===== src/rtl/tmr_regbank_pkg.sv =====
package tmr_regbank_pkg;
  localparam int NSLOT    = 10;
  localparam int NEV      = 9;
  localparam int W_CTRL   = 0;
  localparam int W_SWRST  = 1;
  localparam int W_STAT   = 2;
  localparam int W_INTC   = 3;
  localparam int W_SLOT0  = 4;
  localparam int W_PHASE  = 14;
  localparam int W_MEAS0  = 15;

  // kept width of a timing slot: rows, columns or the 2-bit polarity
  function automatic int slot_w(int idx, int cw, int rw);
    case (idx)
      2, 3, 4, 6: return rw;
      9:          return 2;
      default:    return cw;
    endcase
  endfunction
endpackage


===== src/rtl/tmr_shadow_slot.sv =====
module tmr_shadow_slot #(
  parameter int SW   = 10,
  parameter int KEEP = 10
) (
  input  logic          clk,
  input  logic          rst_n,
  input  logic          swrst,
  input  logic          track,
  input  logic          commit,
  input  logic          wr_hit,
  input  logic [SW-1:0] wval,
  input  logic [SW-1:0] meas,
  output logic [SW-1:0] meas_view,
  output logic [SW-1:0] shadow,
  output logic [SW-1:0] work
);
  localparam logic [SW-1:0] MASK = {SW{1'b1}} >> (SW - KEEP);

  assign meas_view = meas & MASK;

  always_ff @(posedge clk or negedge rst_n) begin
    if (!rst_n)      shadow <= '0;
    else if (swrst)  shadow <= meas_view;
    else if (wr_hit) shadow <= wval & MASK;
    else if (track)  shadow <= meas_view;
  end

  always_ff @(posedge clk or negedge rst_n) begin
    if (!rst_n)      work <= '0;
    else if (swrst)  work <= meas_view;
    else if (track)  work <= meas_view;
    else if (commit) work <= shadow;
  end

  p_track_follows_r3: assert property (@(posedge clk) disable iff (!rst_n)
    (track && !swrst) |=> (work == $past(meas_view)));
  p_frozen_hold_r4: assert property (@(posedge clk) disable iff (!rst_n)
    (!track && !commit && !swrst) |=> $stable(work));
endmodule


===== src/rtl/tmr_irq_agg.sv =====
module tmr_irq_agg #(
  parameter int NEV = 9
) (
  input  logic           clk,
  input  logic           rst_n,
  input  logic [NEV-1:0] evt,
  input  logic           clr_stat,
  input  logic           glob_en,
  input  logic [NEV-1:0] src_en,
  input  logic           clr_src,
  output logic [NEV-1:0] stat,
  output logic           irq
);
  logic [NEV-1:0] stat_q1;
  logic [NEV-1:0] pend;

  always_ff @(posedge clk or negedge rst_n) begin
    if (!rst_n) begin
      stat    <= '0;
      stat_q1 <= '0;
      pend    <= '0;
    end else begin
      stat    <= clr_stat ? '0 : (stat | evt);
      stat_q1 <= stat;
      pend    <= clr_src ? '0 : (pend | (stat & ~stat_q1 & src_en));
    end
  end

  assign irq = glob_en & (|pend);

  p_status_clear_r8: assert property (@(posedge clk) disable iff (!rst_n)
    clr_stat |=> (stat == '0));
  p_pend_sticky_r9: assert property (@(posedge clk) disable iff (!rst_n)
    ((|pend) && !clr_src) |=> (|pend));
endmodule


===== src/rtl/tmr_regbank.sv =====
module tmr_regbank
  import tmr_regbank_pkg::*;
#(
  parameter int MAX_COLS = 1024,
  parameter int MAX_ROWS = 512,
  parameter int ADDR_W   = 8,
  parameter int DATA_W   = 32
) (
  input  logic                                clk,
  input  logic                                rst_n,
  input  logic [ADDR_W-1:0]                   host_addr,
  input  logic                                host_wr,
  input  logic [DATA_W-1:0]                   host_wdata,
  output logic [DATA_W-1:0]                   host_rdata,
  input  logic                                vblank_in,
  input  logic                                lock_in,
  input  logic [NEV-1:0]                      evt_in,
  input  logic [NSLOT*((($clog2(MAX_COLS)) > ($clog2(MAX_ROWS))) ? $clog2(MAX_COLS) : $clog2(MAX_ROWS))-1:0] meas_flat,
  output logic [NSLOT*((($clog2(MAX_COLS)) > ($clog2(MAX_ROWS))) ? $clog2(MAX_COLS) : $clog2(MAX_ROWS))-1:0] work_flat,
  output logic [1:0]                          bayer_out,
  output logic                                core_en,
  output logic                                irq
);
  localparam int COLS_W = $clog2(MAX_COLS);
  localparam int ROWS_W = $clog2(MAX_ROWS);
  localparam int SLOT_W = (COLS_W > ROWS_W) ? COLS_W : ROWS_W;
  localparam int WRD_W  = ADDR_W - 2;

  logic [WRD_W-1:0] word;
  logic             aligned, wr_ok;
  logic [2:0]       ctrl;
  logic             swrst;
  logic [1:0]       intc_lo;
  logic [NEV-1:0]   intc_en;
  logic             frozen, vb_q, commit;
  logic [1:0]       ph_shadow, ph_work;
  logic [NEV-1:0]   stat;
  logic [NSLOT-1:0] slot_wr;
  logic [SLOT_W-1:0] sh_a [NSLOT];
  logic [SLOT_W-1:0] wk_a [NSLOT];
  logic [SLOT_W-1:0] mv_a [NSLOT];
  logic             unused_wdata;

  assign word    = host_addr[ADDR_W-1:2];
  assign aligned = (host_addr[1:0] == 2'b00);
  assign wr_ok   = host_wr & aligned;
  assign unused_wdata = ^host_wdata[DATA_W-1:17];

  // control, software reset and interrupt control words
  always_ff @(posedge clk or negedge rst_n) begin
    if (!rst_n) begin
      ctrl    <= 3'b001;
      swrst   <= 1'b0;
      intc_lo <= '0;
      intc_en <= '0;
    end else if (wr_ok) begin
      if (word == WRD_W'(W_CTRL))  ctrl    <= host_wdata[2:0];
      if (word == WRD_W'(W_SWRST)) swrst   <= host_wdata[0];
      if (word == WRD_W'(W_INTC)) begin
        intc_lo <= host_wdata[1:0];
        intc_en <= host_wdata[8 +: NEV];
      end
    end
  end

  // frame boundary: end of vertical blanking gated by enable and semaphore
  always_ff @(posedge clk or negedge rst_n) begin
    if (!rst_n) vb_q <= 1'b0;
    else        vb_q <= vblank_in;
  end
  assign commit = vb_q & ~vblank_in & ctrl[0] & ctrl[1];

  // tracking stops at the first timing write, resumes on any reset
  always_ff @(posedge clk or negedge rst_n) begin
    if (!rst_n)         frozen <= 1'b0;
    else if (swrst)     frozen <= 1'b0;
    else if (|slot_wr)  frozen <= 1'b1;
  end

  for (genvar g = 0; g < NSLOT; g++) begin : g_slot
    assign slot_wr[g] = wr_ok && (word == WRD_W'(W_SLOT0 + g));
    tmr_shadow_slot #(.SW(SLOT_W), .KEEP(slot_w(g, COLS_W, ROWS_W))) u_slot (
      .clk       (clk),
      .rst_n     (rst_n),
      .swrst     (swrst),
      .track     (~frozen),
      .commit    (commit),
      .wr_hit    (slot_wr[g]),
      .wval      (host_wdata[SLOT_W-1:0]),
      .meas      (meas_flat[g*SLOT_W +: SLOT_W]),
      .meas_view (mv_a[g]),
      .shadow    (sh_a[g]),
      .work      (wk_a[g])
    );
    assign work_flat[g*SLOT_W +: SLOT_W] = swrst ? '0 : wk_a[g];
  end

  // mosaic phase, double-buffered but not tracked
  always_ff @(posedge clk or negedge rst_n) begin
    if (!rst_n) begin
      ph_shadow <= '0;
      ph_work   <= '0;
    end else if (swrst) begin
      ph_shadow <= '0;
      ph_work   <= '0;
    end else begin
      if (wr_ok && word == WRD_W'(W_PHASE)) ph_shadow <= host_wdata[1:0];
      if (commit) ph_work <= ph_shadow;
    end
  end

  assign bayer_out = swrst ? 2'b00 : ph_work;
  assign core_en   = ctrl[0] & ~swrst;

  tmr_irq_agg #(.NEV(NEV)) u_irq (
    .clk      (clk),
    .rst_n    (rst_n),
    .evt      (evt_in),
    .clr_stat (ctrl[2]),
    .glob_en  (intc_lo[0]),
    .src_en   (intc_en),
    .clr_src  (intc_lo[1]),
    .stat     (stat),
    .irq      (irq)
  );

  always_comb begin
    host_rdata = '0;
    if (aligned) begin
      case (int'(word))
        W_CTRL:  host_rdata = DATA_W'(ctrl);
        W_SWRST: host_rdata = DATA_W'(swrst);
        W_STAT:  host_rdata = DATA_W'({stat, lock_in, 7'b0});
        W_INTC:  host_rdata = DATA_W'({intc_en, 6'b0, intc_lo});
        W_PHASE: host_rdata = DATA_W'(ph_shadow);
        default: host_rdata = '0;
      endcase
      for (int i = 0; i < NSLOT; i++) begin
        if (int'(word) == W_SLOT0 + i) host_rdata = DATA_W'(sh_a[i]);
        if (int'(word) == W_MEAS0 + i) host_rdata = DATA_W'(mv_a[i]);
      end
    end
  end

  p_freeze_sticky_r4: assert property (@(posedge clk) disable iff (!rst_n)
    (frozen && !swrst) |=> frozen);
  p_phase_commit_r11: assert property (@(posedge clk) disable iff (!rst_n)
    (commit && !swrst) |=> (ph_work == $past(ph_shadow)));
endmodule


===== config.mk =====
export PLATFORM = sky130hd
export DESIGN_NAME = tmr_regbank
export DESIGN_NICKNAME = d
export VERILOG_FILES = /design/src/rtl/tmr_regbank_pkg.sv /design/src/rtl/tmr_shadow_slot.sv /design/src/rtl/tmr_irq_agg.sv /design/src/rtl/tmr_regbank.sv
export SDC_FILE = /design/constraint.sdc
export NUM_CORES = 1
export LEC_CHECK = 0
export CAP_MARGIN = 0
export CORE_UTILIZATION = 30
export DETAILED_ROUTE_END_ITERATION = 8
export PLACE_DENSITY = 0.51
export SETUP_SLACK_MARGIN = 0.05
export SLEW_MARGIN = 30
export SYNTH_ARGS = -nofsm -noshare
export SYNTH_HDL_FRONTEND = slang
export SYNTH_SLANG_ARGS = --single-unit

===== constraint.sdc =====
create_clock -name clk -period 2.6 [get_ports clk]
set_input_delay 0.52 -clock clk [delete_from_list [all_inputs] [get_ports clk]]
set_output_delay 0.52 -clock clk [all_outputs]
set_load 0.01 [all_outputs]

# Word-level counts from Yosys, hierarchy flattened

Cells that the tools add are included.

Equal/unequal tests: 45
Muxes and demuxes: 101
Bitwise operators: 13
Reduce and logical (&&, ||, !) cells: 21

Operators with widths:

| cell                 | number |
|---|---|
| $mux W10             | 70 |
| $mux W32             | 21 |
| $pmux W17 S5         | 1 |
| $eq A6 B4 Y1 const B | 11 |
| $eq A6 B6 Y1 const B | 9 |
| $eq A6 B5 Y1 const B | 7 |
| $ne A3 B2 Y1 const B | 11 |
| $eq A6 B3 Y1 const B | 4 |
| $and A9 B9 Y9        | 2 |
| $mux W9              | 2 |
| $or A9 B9 Y9         | 2 |
| $eq A6 B2 Y1 const B | 2 |
| $logic_and A1 B1 Y1  | 11 |
| $mux W2              | 5 |
| $reduce_or A10 Y1    | 1 |
| $not A9 Y9           | 1 |
| $reduce_or A9 Y1     | 1 |
| $and A1 B1 Y1        | 6 |
| $eq A6 B1 Y1 const B | 1 |
| $logic_not A6 Y1     | 1 |
| $reduce_and A2 Y1    | 3 |
| $reduce_bool A2 Y1   | 3 |
| $logic_not A2 Y1     | 1 |
| $mux W1              | 2 |
| $not A1 Y1           | 2 |

Register bits: 248
Input port bits: 154
Output and inout port bits: 136
Word-level logic and storage cells: 211

# Logic depth before layout (Yosys ltp)

Gate-level depths: netlist of run 1.

Depth after elaboration: 23
Mapped depth: 10

# Cells and area by module

Synthesis of run 1 repeated with hierarchy kept, for this count alone.

Cell total of the unflattened synthesis: 1503
Area, all modules: 14192.4 µm²

By module, submodules not included:

| module                                 | times used | cells an instance | area an instance (µm²) |
|---|---|---|---|
| tmr_shadow_slot (g_slot[0].u_slot ...) | 5          | 91                | 1003.5 |
| tmr_regbank                            | 1          | 573               | 4102.7 |
| tmr_shadow_slot (g_slot[2].u_slot ...) | 4          | 87                | 935.9 |
| tmr_irq_agg                            | 1          | 78                | 923.4 |
| tmr_shadow_slot (g_slot[9].u_slot)     | 1          | 49                | 405.4 |

# Worst setup path after synthesis of run 1

Ideal clock, no wire load.

Path kind: input-to-output
Start point: input host_addr[7]
End point: output host_rdata[8]
Arrival: 2.160 ns
Required time: 2.080 ns
Path slack: -0.080 ns
Stages on the path: 9
Cell sequence: buf_6 -> or4b_4 -> buf_6 -> nor2_4 -> buf_6 -> a21oi_1 -> a21o_1 -> a31o_2 -> a21oi_2

Word-level cells in the longest chain between the ends: 23

Ends and longest elaborated chain:

| item                                 | line               | RTL |
|---|---|---|
| from (decl)                          | tmr_regbank.sv:11  | `input logic [ADDR_W-1:0] host_addr,` |
| $eq A6 B4 Y1 (tied with other cells) | tmr_regbank.sv:130 | `case (int'(word))` |
| $pmux W17 S5                         | tmr_regbank.sv:130 |  |
| $mux W32                             | tmr_regbank.sv:139 | `if (int'(word) == W_SLOT0 + i) host_rdata = DATA_W'(sh_a[i]);` |
| $mux W32                             | tmr_regbank.sv:140 | `if (int'(word) == W_MEAS0 + i) host_rdata = DATA_W'(mv_a[i]);` |
| $mux W32                             | tmr_regbank.sv:139 |  |
| $mux W32                             | tmr_regbank.sv:140 |  |
| $mux W32                             | tmr_regbank.sv:139 |  |
| $mux W32                             | tmr_regbank.sv:140 |  |
| [7 not listed]                       | --                 |  |
| $mux W32                             | tmr_regbank.sv:140 |  |
| $mux W32                             | tmr_regbank.sv:139 |  |
| $mux W32                             | tmr_regbank.sv:140 |  |
| $mux W32                             | tmr_regbank.sv:139 |  |
| $mux W32                             | tmr_regbank.sv:140 |  |
| $mux W32                             | tmr_regbank.sv:139 |  |
| $mux W32 (*)                         | tmr_regbank.sv:140 |  |
| $mux W32 (*)                         | tmr_regbank.sv:129 | `if (aligned) begin` |
| to (decl)                            | tmr_regbank.sv:14  | `output logic [DATA_W-1:0] host_rdata,` |

Every way passes the cells marked *; elsewhere a longest branch is shown, timed or not.

# Final worst setup path of run 1

Start point: input host_addr[5]
End point: output host_rdata[9]

The elaborated chain is that of the path after synthesis.

==> run summary, run 1 <==
RUN STATUS
--------------------------------------------------------------------------------------------------------
Result of the run                                                                           finished with violations
Violated checks                                                                             setup timing

ROUTE
--------------------------------------------------------------------------------------------------------
Sum of routed wire segments on met1                                                             26600 µm
Detail Route Antenna Nets                                                                              0
Uppermost signal routing layer after detailed routing                                               met4
Met3 routed wirelength                                                                           3080 µm
Initial detailed-routing violation count                                                            1023
Routed wire per std cell                                                                         23.5 µm
Wire length after detailed routing                                                              58700 µm
DR WL met2                                                                                      27500 µm
Number of search-and-repair iterations in the first detailed-routing pass                              5
Average vias per placed instance                                                                    5.22
Total DRC errors in the routed layout                                                                  0
Via total after detailed routing                                                                   13013

SYNTH
--------------------------------------------------------------------------------------------------------
Yosys synthesis warning count                                                                          0
Flops & latches, synth                                                                               224
Fraction of registers with async set or reset after synthesis                                       100%
Count of cell types in the netlist                                                                    77
Part of the Yosys area used for sequential elements                                                43.7%
Area of the mapped netlist                                                                    0.0128 mm²
Number of instances in the synthesized netlist                                                      1422
Number of synthesized flops with an enable pin                                                         0
Area share of the largest cell type after synthesis                                                43.5%
Post-synthesis average cell area                                                                9.02 µm²
Ranking of synthesized cells by area                                                        sky130_fd_sc_hd__dfrtp_1, sky130_fd_sc_hd__mux2i_1, sky130_fd_sc_hd__o21ai_0, sky130_fd_sc_hd__nor2b_1, sky130_fd_sc_hd__nor2_1
Post-synthesis cell type with the largest combined area                                     sky130_fd_sc_hd__dfrtp_1
Leading register cell type out of synthesis                                                 sky130_fd_sc_hd__dfrtp_1

CRITICAL PATH
--------------------------------------------------------------------------------------------------------
Critical path fanouts, max                                                                             6
Cell depth of the worst flop-to-flop path                                                              5
Delay contributed by the slowest stage of the critical path                                      0.55 ns
Critical Path Slowest Stage Cell                                                            sky130_fd_sc_hd__or4b_4
Arrival time worst endpoint                                                                      2.66 ns
Endpoint class of the critical path                                                         primary output
Crit Path Class                                                                             input port to primary output
CP required                                                                                      2.08 ns
Worst Setup Start Kind                                                                        input port
Cell Chain, Critical Path                                                                   buf_8 -> buf_6 -> or4b_4 -> buf_12 -> nor2_4 -> a22oi_2 -> o2bb2ai_2 -> a221o_1 -> a21oi_2 -> buf_2

LAYOUT
--------------------------------------------------------------------------------------------------------
Sequential cell area                                                                         0.00561 mm²
Final net count                                                                                     2089
Highest-count cells in the layout ignoring fill and taps                                    sky130_fd_sc_hd__buf_4, sky130_fd_sc_hd__dfrtp_1, sky130_fd_sc_hd__nand2_1, sky130_fd_sc_hd__nor2_1, sky130_fd_sc_hd__clkdlybuf4s50_1
Number of cells in the finished layout apart from fillers                                           2494
Filler cells                                                                                        4098
Area growth syn-to-layout                                                                          55.3%
# diodes                                                                                               0
Final cell utilization of the core                                                                 47.4%
Most frequent standard cell in the layout excluding fill and tap cells                      sky130_fd_sc_hd__buf_4
Post-route design area                                                                        0.0199 mm²
Multi-input logic area                                                                       0.00733 mm²
Proportion of layout cells with a drive suffix above 1                                             29.2%

STA
--------------------------------------------------------------------------------------------------------
Final WS setup                                                                                 -0.577 ns
Final setup violating endpoints                                                                       17
Post-layout min period                                                                           3.18 ns
Max-slew headroom at the worst pin                                                                 42.5%
Max-slew violations                                                                                    0
Highest attainable clock frequency                                                               315 MHz
Final hold violation count                                                                             0
Slew at the pin closest to its max-slew limit                                                   0.862 ns
RSZ-0062 raised after global routing                                                                 yes
Portion of the clock cycle consumed by the worst path in the final layout                           122%
Layout Skew                                                                                    0.0191 ns
Hold WS                                                                                         0.428 ns

PLACED DESIGN
--------------------------------------------------------------------------------------------------------
Placement Cell Area                                                                           0.0179 mm²
Count of input and output buffers                                                                    235
Placed wire-length estimate after detailed placement                                            44000 µm
Number of placed instances with taps included                                                       2413
RD Place Congestion                                                                                0.941

POWER AND IR DROP
--------------------------------------------------------------------------------------------------------
Total Power Consumption                                                                          14.0 mW
Leakage power total                                                                              9.59 nW
Worst IR Drop VDD                                                                             0.000383 V
Power density of the placed cells                                                             701 mW/mm²

CLOCK NETWORK
--------------------------------------------------------------------------------------------------------
CTS root buffer                                                                             sky130_fd_sc_hd__clkbuf_16
CTS tree                                                                                            done
TritonCTS Buffers                                                                                     27
Clock latency on the worst-skew pair                                                             0.55 ns
Deepest level of the CTS H-tree                                                                        1
Post-CTS clock slew at the launch and capture registers of the worst setup and hold paths        0.06 ns
Number of sinks handled by clock tree synthesis                                                      224
Maximum buffer depth of the clock tree                                                                 3

GLOBAL ROUTE
--------------------------------------------------------------------------------------------------------
GRT Total Usage                                                                                    26.6%
Total global routing overflow                                                                          0
Wire length of the first global-routing pass                                                    86400 µm
Vias in the first global route                                                                     12934
Largest net degree at the start of global routing                                                     86
Initial antenna violation count                                                                        0

FLOORPLAN
--------------------------------------------------------------------------------------------------------
Area of the die                                                                               0.0436 mm²
Die boundary height                                                                               209 µm
Effective utilization at floorplan                                                                 30.5%
Horizontal die dimension                                                                          209 µm
Core region area                                                                              0.0420 mm²
Number of rows created at floorplan                                                                   75
Number of ports placed on the die boundary                                                           290

FLOW RUN
--------------------------------------------------------------------------------------------------------
Count of max-cap constraint violations                                                                 0

WORST HOLD PATH
--------------------------------------------------------------------------------------------------------
Depth of the worst hold-timing path                                                                    0
Class of the worst hold path                                                                flip-flop to flip-flop

-- path summary, 6_finish.rpt --
kind | slack, ns | start | endpoint
worst max-delay path | -0.58 | host_addr[5] | host_rdata[9]
worst min-delay path | 0.43 | u_irq.stat[3] | u_irq.stat_q1[3]
worst max register to register | 0.40 | swrst | g_slot[0].u_slot.shadow[1]
worst min register to register | 0.43 | u_irq.stat[3] | u_irq.stat_q1[3]
max in group asynchronous | 1.31 | rst_n | g_slot[3].u_slot.work[0]
min in group asynchronous | 0.49 | rst_n | g_slot[8].u_slot.work[5]
-- logic make-up (layout without fill, tap and decap cells) --
kind of cell | count (synthesis) | after routing | share of synthesized area (%)
DFF | 224 | 224 | 43.7
muxes | 129 | 129 | 10.3
buffers and inverters | 145 | 652 | 5.73
xor gates and xnor gates | 1 | 1 | 0.0683
AOI/OAI and AO/OA | 382 | 382 | 19.4
and+or+nand+nor | 540 | 540 | 20.8
other | 1 | 27 | 0.0292
-- registers in the layout, summed over array words and instances (netlist names) --
name	count
swrst	1
u_irq.stat	9
ph_shadow	2
u_irq.pend	9
ctrl	3
frozen	1
g_slot.u_slot.shadow	88
ph_work	2
vb_q	1
g_slot.u_slot.work	88
intc_lo	2
u_irq.stat_q1	9
intc_en	9
-- repair_timing --
| item | in CTS | in global routing |
|---|---|---|
| hold buffers | 1 | 0 |
| hold endpoints to repair | 54 | 0 |
| resized for setup | 327 | 67 |
| gates cloned | 5 | 0 |
| setup buffers | 25 | 6 |
| pin swaps | 55 | 42 |
| setup endpoints to repair | 122 | 23 |
-- through the flow --
stage / setup slack [ns] / TNS [ns]
finish: -0.577 / -7.47
global route: -0.622 / -8.47
CTS: -0.565 / -7.27
detailed placement: -1.70 / -63.98
global placement: -1.72 / -65.60
floorplan: -0.0299 / -0.0653
-- synthesized netlist by cell type (all sizes together), types with 11 or more instances --
library cell    n
a21oi          43
a221o          33
a221oi         12
a22oi          30
a31oi          18
buf            75
clkbuf         54
dfrtp         223
inv            16
mux2           19
mux2i         110
nand2         167
nand3          11
nor2          182
nor2b         102
nor3           27
o21ai         145
o22ai          47
-- worst max-delay path, delay by kind of cell --
kind	cells	cell delay, ns
buffers and inverters	4	0.57
AOI/OAI and AO/OA	4	0.84
and+or+nand+nor	2	0.72
-- per-layer routing --
metal / GRT usage [%] / up-vias
met2: 43.6 / 456
met3: 3.50 / 74
li1: - / 6084
met5: 0 / -
met4: 6.14 / 0
met1: 37.0 / 6399
-- cell type report --
cell class	count	share of cell area, %
Clock buffer	35	3.74
Clock inverter	14	0.892
Inverter	16	0.302
Multi-Input combinational cell	1079	36.8
Sequential cell	224	28.2
Tap cell	539	3.39
Timing Repair Buffer	587	26.7
-- power breakdown --
group	total [mW]	switching, mW	internal [mW]
clock	3.96	1.54	2.41
sequential	5.39	0.930	4.46
combinational	4.62	2.34	2.27
total	14.0	4.82	9.15
(Power assumes the default switching activity.)
==> run 2: changes to the inputs <==
==> constraint.sdc (replaced) <==
create_clock -name clk -period 2.6 [get_ports clk]
set_input_delay 0.26 -clock clk [delete_from_list [all_inputs] [get_ports clk]]
set_output_delay 0.26 -clock clk [all_outputs]
set_load 0.01 [all_outputs]
==> run summary, run 2 (synthesis results as in run 1) <==
CLOCK NETWORK
--------------------------------------------------------------------------------------------------------
CTS tree                                                                                            done
CTS root buffer                                                                             sky130_fd_sc_hd__clkbuf_16
Maximum buffer depth of the clock tree                                                                 3   unchanged
Number of sinks handled by clock tree synthesis                                                      224   unchanged
TritonCTS Buffers                                                                                     26   -3.7%
Post-CTS clock slew at the launch and capture registers of the worst setup and hold paths        0.06 ns   about the same
Deepest level of the CTS H-tree                                                                        1   unchanged
Clock latency on the worst-skew pair                                                             0.57 ns   +0.02 ns

POWER AND IR DROP
--------------------------------------------------------------------------------------------------------
Total Power Consumption                                                                          14.0 mW   +0.45%
Worst IR Drop VDD                                                                             0.000440 V   +15%
Leakage power total                                                                              9.18 nW   -4.3%
Power density of the placed cells                                                             715 mW/mm²   +1.9%

GLOBAL ROUTE
--------------------------------------------------------------------------------------------------------
GRT Total Usage                                                                                    26.1%   -0.42 points
Initial antenna violation count                                                                        1   +1
Vias in the first global route                                                                     12814   -0.93%
Largest net degree at the start of global routing                                                     93   +8.1%
Total global routing overflow                                                                          0   unchanged
Wire length of the first global-routing pass                                                    85300 µm   -1.3%

WORST HOLD PATH
--------------------------------------------------------------------------------------------------------
Depth of the worst hold-timing path                                                                    1   +1
Class of the worst hold path                                                                input port to flip-flop
Worst hold path startpoint                                                                     vblank_in
Destination of the worst hold path                                                                  vb_q

STA
--------------------------------------------------------------------------------------------------------
RSZ-0062 raised after global routing                                                                 yes
Slew at the pin closest to its max-slew limit                                                   0.891 ns   +0.0288 ns
Post-layout min period                                                                           2.71 ns   -0.468 ns
Portion of the clock cycle consumed by the worst path in the final layout                           104%   -18 points
Max-slew violations                                                                                    0   unchanged
Final setup violating endpoints                                                                        6   -11
Layout Skew                                                                                    0.0296 ns   +0.0106 ns
Final hold violation count                                                                             0   unchanged
Highest attainable clock frequency                                                               369 MHz   +17%
Final WS setup                                                                                 -0.109 ns   +0.468 ns
Total Negative Setup Slacks                                                                    -0.398 ns   +7.07 ns
Max-slew headroom at the worst pin                                                                 40.4%   -2.1 points

CRITICAL PATH
--------------------------------------------------------------------------------------------------------
Arrival time worst endpoint                                                                      2.45 ns   -0.21 ns
Endpoint class of the critical path                                                         primary output
Worst reg2reg setup slack                                                                        0.42 ns   +0.02 ns
Critical path fanouts, max                                                                             7   +1
Cell depth of the worst flop-to-flop path                                                              5   unchanged
Crit Path Class                                                                             input port to primary output
Capture instance of the worst register-to-register path                                     g_slot[0].u_slot.shadow[1]
Worst Setup Start Kind                                                                        input port
Startpoint of the worst register-to-register path                                                  swrst
CP required                                                                                      2.34 ns   +0.26 ns

FLOORPLAN
--------------------------------------------------------------------------------------------------------
Core region area                                                                              0.0420 mm²   unchanged
Number of rows created at floorplan                                                                   75   unchanged
Area of the die                                                                               0.0436 mm²   unchanged
Effective utilization at floorplan                                                                 30.5%   unchanged
Die boundary height                                                                               209 µm   unchanged
Horizontal die dimension                                                                          209 µm   unchanged
Number of ports placed on the die boundary                                                           290   unchanged

LAYOUT
--------------------------------------------------------------------------------------------------------
# diodes                                                                                               0   unchanged
Sequential cell area                                                                         0.00561 mm²   about the same
Largest registers                                                                           g_slot.u_slot.shadow x88, g_slot.u_slot.work x88
Area growth syn-to-layout                                                                          53.1%
Highest-count cells in the layout ignoring fill and taps                                    sky130_fd_sc_hd__buf_4, sky130_fd_sc_hd__dfrtp_1, sky130_fd_sc_hd__clkdlybuf4s50_1, sky130_fd_sc_hd__nand2_1, sky130_fd_sc_hd__nor2_1
Final cell utilization of the core                                                                 46.7%   -0.68 points
Final net count                                                                                     2056   -1.6%
Most frequent standard cell in the layout excluding fill and tap cells                      sky130_fd_sc_hd__buf_4
Multi-input logic area                                                                       0.00724 mm²   -1.2%
Proportion of layout cells with a drive suffix above 1                                             26.9%   -2.2 points
Filler cells                                                                                        4082   -0.39%

PLACED DESIGN
--------------------------------------------------------------------------------------------------------
Placed wire-length estimate after detailed placement                                            43500 µm   -1.1%
Count of input and output buffers                                                                    235   unchanged
Pre-CTS setup slack                                                                             -1.10 ns   +0.593 ns
RD Place Congestion                                                                                0.966   +2.6%

ROUTE
--------------------------------------------------------------------------------------------------------
Detail Route Antenna Nets                                                                              0   unchanged
Average vias per placed instance                                                                    5.23   +0.29%
Via total after detailed routing                                                                   12862   -1.2%
Total DRC errors in the routed layout                                                                  0   unchanged
Routed wire per std cell                                                                         23.5 µm   -0.18%
Wire length after detailed routing                                                              57700 µm   -1.6%
Initial detailed-routing violation count                                                             867   -15%
Number of search-and-repair iterations in the first detailed-routing pass                              5   unchanged

FLOW RUN
--------------------------------------------------------------------------------------------------------
Count of max-cap constraint violations                                                                 0   unchanged

RUN STATUS
--------------------------------------------------------------------------------------------------------
Result of the run                                                                           finished with violations
Violated checks                                                                             setup timing

run 2: changes by cell type in the layout (fill, tap and decap cells not counted), sizes merged:
cell	previous run	this run
bufbuf	2	1
clkbuf	36	38
clkdlybuf4s50	136	209
clkinv	10	5
dlygate4sd2	70	0
dlymetal6s2s	5	2
clkdlybuf4s15	0	2
buf	372	336
clkinvlp	0	2
run 2: report_power, final:
part | switching [mW] | leakage, nW | internal [mW] | total (mW)
clock network | 1.55 | 0.428 | 2.32 | 3.87
logic | 2.30 | 6.09 | 2.46 | 4.75
registers | 0.941 | 2.66 | 4.46 | 5.41
total | 4.79 | 9.18 | 9.24 | 14.0
run 2: per-layer routing:
metal  routed length, µm  share of wire (%)  vias to the layer above  track usage (%)
li1                    -                  -                     6015                -
met1               26100                 45                     6346             36.3
met2               27000                 47                      431             42.9
met3                2900                5.0                       68             2.72
met4                1680                2.9                        2             7.73
met5                  13              0.023                        -                0
run 2: cell type report:
cell class,instances,area share (%)
clock inverter,11,0.911
multi-input combinational,1079,36.9
clock buffer,34,3.62
sequential,224,28.6
tap,539,3.43
inverter,16,0.306
timing repair buffer,555,26.3
run 2: how the worst max path moves through the flow:
stage / startpoint / endpoint / slack (ns)
after CTS: swrst / host_rdata[0] / -0.1
after global placement: host_addr[5] / host_rdata[1] / -1.07
final: host_addr[6] / host_rdata[9] / -0.11
after floorplan: host_addr[7] / host_rdata[8] / 0.44
after global routing: host_addr[2] / host_rdata[0] / -0.14
after detailed placement: host_addr[5] / host_rdata[1] / -1.10
run 2: worst max-delay path: stages:
cell and delay, ns:
sky130_fd_sc_hd__buf_8 0.10, sky130_fd_sc_hd__buf_8 0.13, sky130_fd_sc_hd__buf_8 0.14, sky130_fd_sc_hd__or4_4 0.58, sky130_fd_sc_hd__nor2_4 0.15, sky130_fd_sc_hd__a21oi_2 0.06
sky130_fd_sc_hd__o2bb2ai_2 0.13, sky130_fd_sc_hd__a221o_1 0.39, sky130_fd_sc_hd__a21oi_2 0.24, sky130_fd_sc_hd__buf_4 0.15, sky130_fd_sc_hd__buf_6 0.09
run 2: metrics by stage:
step / hold WS (ns) / instances / area [µm²]
finish: 0.195 / 2458 / 19600
global route: 0.206 / 2458 / 19600
CTS: 0.194 / 2449 / 19400
detailed placement: 0.331 / 2366 / 17600
global placement: 0.330 / 2366 / 17600
floorplan: -0.0356 / 1448 / 12900
run 2: timing repair:
item	4_1_cts	5_1_grt
setup buffers	38	8
hold endpoints to repair	67	0
setup endpoints to repair	82	76
hold buffers	1	0
cloned	3	1
pin swaps	58	28
resized for setup	226	53
==> run 3: changes to the inputs <==
--- a/config.mk
+++ b/config.mk
@@ -8,6 +8,7 @@
 export CAP_MARGIN = 0
 export CORE_UTILIZATION = 30
 export DETAILED_ROUTE_END_ITERATION = 8
+export HOLD_SLACK_MARGIN = 0.08
 export PLACE_DENSITY = 0.51
 export SETUP_SLACK_MARGIN = 0.05
 export SLEW_MARGIN = 30
==> results of run 3 <==
Final layout, timing and power as in run 2 (identical DEF).
